===== config.mk =====
export PLATFORM = sky130hd
export DESIGN_NAME = sector_data_seq
export DESIGN_NICKNAME = d
export VERILOG_FILES = /design/src/rtl/sds_pkg.sv /design/src/rtl/sds_word_counter.sv /design/src/rtl/sds_slot_decode.sv /design/src/rtl/sector_data_seq.sv
export SDC_FILE = /design/constraint.sdc
export NUM_CORES = 1
export LEC_CHECK = 0
export ABC_AREA = 0
export BUFFER_PORTS_ARGS = -buffer_cell sky130_fd_sc_hd__buf_4
export CORE_AREA = 3 3 62 64
export CTS_CLUSTER_SIZE = 40
export DETAILED_ROUTE_END_ITERATION = 12
export DIE_AREA = 0 0 65 67
export PLACE_DENSITY = 0.84
export SETUP_SLACK_MARGIN = 0.2
export SLEW_MARGIN = 20
export SYNTH_ARGS = -nofsm -noshare
export SYNTH_HDL_FRONTEND = slang
export SYNTH_HIERARCHICAL = 1
export SYNTH_SLANG_ARGS = --single-unit

===== constraint.sdc =====
create_clock -name clk_i -period 5 [get_ports clk_i]
set_input_delay 1.5 -clock clk_i [delete_from_list [all_inputs] [get_ports clk_i]]
set_output_delay 1.5 -clock clk_i [all_outputs]
set_load 0.1 [all_outputs]

===== src/rtl/sds_pkg.sv =====
package sds_pkg;
  typedef enum logic {
    OP_RD = 1'b0,
    OP_WR = 1'b1
  } op_e;

  typedef enum logic [1:0] {
    SLOT_DATA = 2'd0,
    SLOT_CRC  = 2'd1,
    SLOT_POST = 2'd2,
    SLOT_END  = 2'd3
  } slot_e;
endpackage


===== src/rtl/sds_word_counter.sv =====
module sds_word_counter #(
  parameter int RD_WORDS = 129,
  parameter int WR_WORDS = 130,
  localparam int MAX_W = (RD_WORDS > WR_WORDS) ? RD_WORDS : WR_WORDS,
  localparam int CNT_W = $clog2(MAX_W + 1)
) (
  input  logic             clk_i,
  input  logic             rst_ni,
  input  logic             load_i,
  input  logic             op_wr_i,
  input  logic             dec_i,
  output logic [CNT_W-1:0] cnt_nxt_o
);
  logic [CNT_W-1:0] cnt_q;

  assign cnt_nxt_o = cnt_q - CNT_W'(1);

  always_ff @(posedge clk_i or negedge rst_ni) begin
    if (!rst_ni)     cnt_q <= '0;
    else if (load_i) cnt_q <= op_wr_i ? CNT_W'(WR_WORDS) : CNT_W'(RD_WORDS);
    else if (dec_i)  cnt_q <= cnt_nxt_o;
  end

  // counter only moves on load or tick
  assert_cnt_hold_R11: assert property (@(posedge clk_i) disable iff (!rst_ni)
    (!load_i && !dec_i) |=> $stable(cnt_q));
  assert_no_dec_at_zero_R9: assert property (@(posedge clk_i) disable iff (!rst_ni)
    dec_i |-> (cnt_q != '0));
endmodule


===== src/rtl/sds_slot_decode.sv =====
module sds_slot_decode
  import sds_pkg::*;
#(
  parameter int CNT_W = 8
) (
  input  logic [CNT_W-1:0] cnt_nxt_i,
  output slot_e            slot_o,
  output logic             want_more_o
);
  always_comb begin
    if (cnt_nxt_i > CNT_W'(2))       slot_o = SLOT_DATA;
    else if (cnt_nxt_i == CNT_W'(2)) slot_o = SLOT_CRC;
    else if (cnt_nxt_i == CNT_W'(1)) slot_o = SLOT_POST;
    else                             slot_o = SLOT_END;
  end

  // last data word requests no refill
  assign want_more_o = cnt_nxt_i > CNT_W'(3);
endmodule


===== src/rtl/sector_data_seq.sv =====
module sector_data_seq
  import sds_pkg::*;
#(
  parameter int WORD_W   = 16,
  parameter int RD_WORDS = 129,
  parameter int WR_WORDS = 130,
  localparam int MAX_W = (RD_WORDS > WR_WORDS) ? RD_WORDS : WR_WORDS,
  localparam int CNT_W = $clog2(MAX_W + 1)
) (
  input  logic              clk_i,
  input  logic              rst_ni,
  input  logic              start_i,
  input  logic              op_wr_i,
  input  logic              tick_i,
  input  logic [WORD_W-1:0] data_i,
  input  logic              xfer_done_i,
  input  logic [WORD_W-1:0] crc_i,
  output logic [WORD_W-1:0] word_o,
  output logic              wr_en_o,
  output logic              ibf_clr_o,
  output logic              crc_preset_o,
  output logic              sector_done_o
);
  logic             active_q;
  op_e              op_q;
  logic             load, dec;
  logic [CNT_W-1:0] cnt_nxt;
  slot_e            slot;
  logic             want_more;

  assign load = start_i && !active_q;
  assign dec  = tick_i && active_q;

  sds_word_counter #(.RD_WORDS(RD_WORDS), .WR_WORDS(WR_WORDS)) u_cnt (
    .clk_i(clk_i), .rst_ni(rst_ni), .load_i(load), .op_wr_i(op_wr_i),
    .dec_i(dec), .cnt_nxt_o(cnt_nxt)
  );

  sds_slot_decode #(.CNT_W(CNT_W)) u_dec (
    .cnt_nxt_i(cnt_nxt), .slot_o(slot), .want_more_o(want_more)
  );

  always_ff @(posedge clk_i or negedge rst_ni) begin
    if (!rst_ni) begin
      active_q      <= 1'b0;
      op_q          <= OP_RD;
      word_o        <= '0;
      wr_en_o       <= 1'b0;
      ibf_clr_o     <= 1'b0;
      crc_preset_o  <= 1'b0;
      sector_done_o <= 1'b0;
    end else begin
      crc_preset_o  <= load;
      ibf_clr_o     <= 1'b0;
      sector_done_o <= 1'b0;
      if (load) begin
        active_q <= 1'b1;
        op_q     <= op_e'(op_wr_i);
      end else if (dec) begin
        if (slot == SLOT_END) begin
          active_q      <= 1'b0;
          sector_done_o <= 1'b1;
          wr_en_o       <= 1'b0;
          word_o        <= '0;
        end else if (op_q == OP_WR) begin
          wr_en_o <= 1'b1;
          unique case (slot)
            SLOT_DATA: begin
              word_o    <= xfer_done_i ? '0 : data_i;
              ibf_clr_o <= want_more;
            end
            SLOT_CRC:  word_o <= crc_i;
            default:   word_o <= '0;
          endcase
        end
      end
    end
  end

  assert_rd_silent_R10: assert property (@(posedge clk_i) disable iff (!rst_ni)
    (op_q == OP_RD) |-> (!wr_en_o && !ibf_clr_o && word_o == '0));
  assert_clr_in_write_R8: assert property (@(posedge clk_i) disable iff (!rst_ni)
    ibf_clr_o |-> wr_en_o);
  assert_clr_pulse_R8: assert property (@(posedge clk_i) disable iff (!rst_ni)
    ibf_clr_o |=> !ibf_clr_o || $past(tick_i));
  assert_done_pulse_R9: assert property (@(posedge clk_i) disable iff (!rst_ni)
    sector_done_o |=> !sector_done_o);
  assert_done_we_low_R7: assert property (@(posedge clk_i) disable iff (!rst_ni)
    sector_done_o |-> (!wr_en_o && word_o == '0));
  assert_preset_cause_R2: assert property (@(posedge clk_i) disable iff (!rst_ni)
    crc_preset_o |-> $past(start_i));
  assert_hold_between_ticks_R12: assert property (@(posedge clk_i) disable iff (!rst_ni)
    !tick_i |=> ($stable(word_o) && $stable(wr_en_o)));
endmodule


==> impl_metrics.toml <==
[clocking]
root_buffer = "clkbuf_4"
cts-resized-gates = 0
cts_hold_buf = 0
numCtsBuffers = 5
cts_sinks = 30
clk_pin_slew_ps = 90
worstSkewPairLatency_ps = 320
post_cts_buffers = 0
cts_tree = "built"
clk_path_buf_depth = 2
htree_levels = 2

[status]
status = "finished clean"

[critical_path]
critPathKind = "reg -> reg"
start_kind = "register"
cp_max_fo = 15
endpoint_kind = "register"
required_ps = 5210
crit_arrival_ps = 3590

[drt]
drc = 0
detail-route-antenna-nets = 0
drt-pass1-iter-count = 4
vias_per_cell = 5.29
vias = 1296
wl_microns = 3640
first_iter_violations = 33
wl_per_cell_microns = 14.9

[timing]
slew_violations = 0
hold_viol = 0
min_period_ps = 3380
skew_ps = 8.86
fmax_mhz = 296
tightestPinTransition_ps = 781
rsz0062_at_grt = "no"
relSlewSlack_pct = 47.8
setup_violations = 0
post-route-period-util_pct = 67.6
setup_tns_ps = 0

[die]
placementRows = 21
die-area_sq_um = 4360
dieHeight_microns = 67
die_x_microns = 65
core_area_sq_um = 3340
start_util_pct = 48.7
io_pins = 58

[yosys]
yosys.area.top_type = "dfrtp_1"
synthDistinctLibCells = 36
synth_seq_area_share_pct = 46.2
yosys.area.top_type_share_pct = 46.2
synth.avg_cell_area_sq_um = 11.7
synthTopCellsByArea = "dfrtp_1 46%, mux2_4 9.2%, a22o_1 5.4%, mux2_2 4.9%, a22o_2 3.1%"
ys_warn_count = 6
syn_area_sq_um = 1620
ys_ff_latch = 30
synth_nets = 178
netlist_instances = 139

[finish]
nFillCells = 267
drive_above_1_share_pct = 47.7
diodes = 0
final_cells = 245
layout.nets = 237
syn_to_final_growth_pct = 30.7

[run]
max_cap_violations = 0

[global_routing]
grt_pass1_vias = 1249
antenna_found_initial = 0
grt_usage_pct = 17.5
grt_overflow_total = 0
grt_max_degree = 31
grt_pass1_wl_microns = 5840

[placement]
post-place-cells = 237
io_buffers = 57
hpwl_microns = 2660
gp_congestion = 0.892

[pwr]
leakagePower_uw = 0.00102
peakVddDrop_mv = 0.352
powerDensity_nw_per_um2 = 594

[hold_path]
hold_path_class = "reg -> reg"
==> cells by family after synthesis <==
| group | Yosys count | synth area share, % |
|---|---|---|
| AOI/OAI and AO/OA | 29 | 13.9 |
| xor gates and xnor gates | 9 | 4.85 |
| adders and majority gates | 1 | 0.770 |
| buffers and inverters | 12 | 4.93 |
| DFF | 30 | 46.2 |
| muxes | 17 | 14.1 |
| and+or+nand+nor | 41 | 15.2 |
==> final cells by class <==
class / count / area, sq um / area share, %
sequential: 30 / 751 / 35.4
timing repair buffer: 59 / 443 / 20.9
clock buffer: 7 / 55.1 / 2.59
inverter: 5 / 18.8 / 0.884
clock inverter: 1 / 5.00 / 0.236
tap: 46 / 57.6 / 2.71
multi-input combinational: 97 / 793 / 37.4
==> cell usage after synthesis <==
cell / instances
a22o_1: 10
buf_4: 1
a22o_2: 5
o31ai_1: 2
a21oi_1: 3
nor4_1: 4
xnor2_1: 4
a21oi_2: 1
nor4b_1: 2
xor2_1: 5
nor3_1: 1
clkbuf_1: 1
nand4_1: 1
or4_2: 1
inv_1: 5
and3_1: 3
buf_6: 4
nand2_1: 7
a22oi_1: 1
or3_1: 2
o21bai_1: 1
or4_4: 2
o21ai_0: 4
nor2_1: 11
o21a_1: 2
nor2b_1: 2
mux2_2: 7
nor3_4: 1
ha_1: 1
nand4b_1: 1
nor2b_2: 1
nand3_1: 1
buf_2: 1
nor2_4: 1
dfrtp_1: 30
mux2_4: 10
==> report_power, final <==
group / switching [uW] / internal, uW / total [uW] / leakage [uW]
Clock: 81.4 / 68.1 / 149 / 0.0000353
Combinational: 485 / 219 / 705 / 0.000616
Sequential: 86.3 / 321 / 407 / 0.000372
==> sequential cells by signal, indices dropped and copies added (netlist names) <==
signal / flops
word_o: 16
u_cnt/cnt_q: 8
active_q: 1
crc_preset_o: 1
ibf_clr_o: 1
op_q: 1
sector_done_o: 1
wr_en_o: 1
==> stage by stage <==
| stage | setup WS (ps) | total power [uW] | hold slack, ps | instance area [sq um] | utilization [%] |
|---|---|---|---|---|---|
| 2_1_floorplan | 1360 | 967 | 510 | 1620 | - |
| 3_5_place_dp | 1640 | 1110 | 482 | 2060 | 61.8 |
| 4_1_cts | 1620 | 1260 | 504 | 2120 | 63.6 |
| 5_1_grt | 1430 | 1330 | 520 | 2120 | 63.6 |
| 3_3_place_gp | 1740 | 1090 | 479 | 2060 | 61.8 |
| 6_report | 1620 | 1260 | 501 | 2120 | 63.6 |
==> final timing paths <==
kind                            depth (start not counted)  slack [ps]    endpoint            from
worst max-delay path                                    9        1620  word_o[12]  u_cnt/cnt_q[3]
worst min-delay path                                    1         500     wr_en_o         wr_en_o
worst max register to register                          9        1620  word_o[12]  u_cnt/cnt_q[3]
worst min register to register                          1         500     wr_en_o         wr_en_o
max in group asynchronous                               1        3640   word_o[9]          rst_ni
min in group asynchronous                               1        1080   word_o[7]          rst_ni
==> layout by cell type (no fill, tap or decap), drive strengths merged, types with 5 or more instances in the layout <==
| master | n |
|---|---|
| a22o | 15 |
| buf | 59 |
| clkbuf | 7 |
| dfrtp | 30 |
| inv | 5 |
| mux2 | 17 |
| nand2 | 7 |
| nor2 | 12 |
| xor2 | 5 |
==> worst max-delay path: stages, from the launching register on <==
cell,delay (ps)
dfrtp_1,490
or4_4,560
nor4_1,250
xor2_1,110
or4_4,550
nor4_1,200
buf_4,220
a21oi_2,80
nor2_4,410
mux2_2,390
==> metal layers <==
layer	global-route usage (%)	wire [microns]	vias up
met5	0	0	-
met1	22.4	1540	593
li1	-	-	627
met3	5.23	302	9
met2	28.7	1750	67
met4	4.75	51	0
Note: power is estimated with default switching activity, not from simulation.
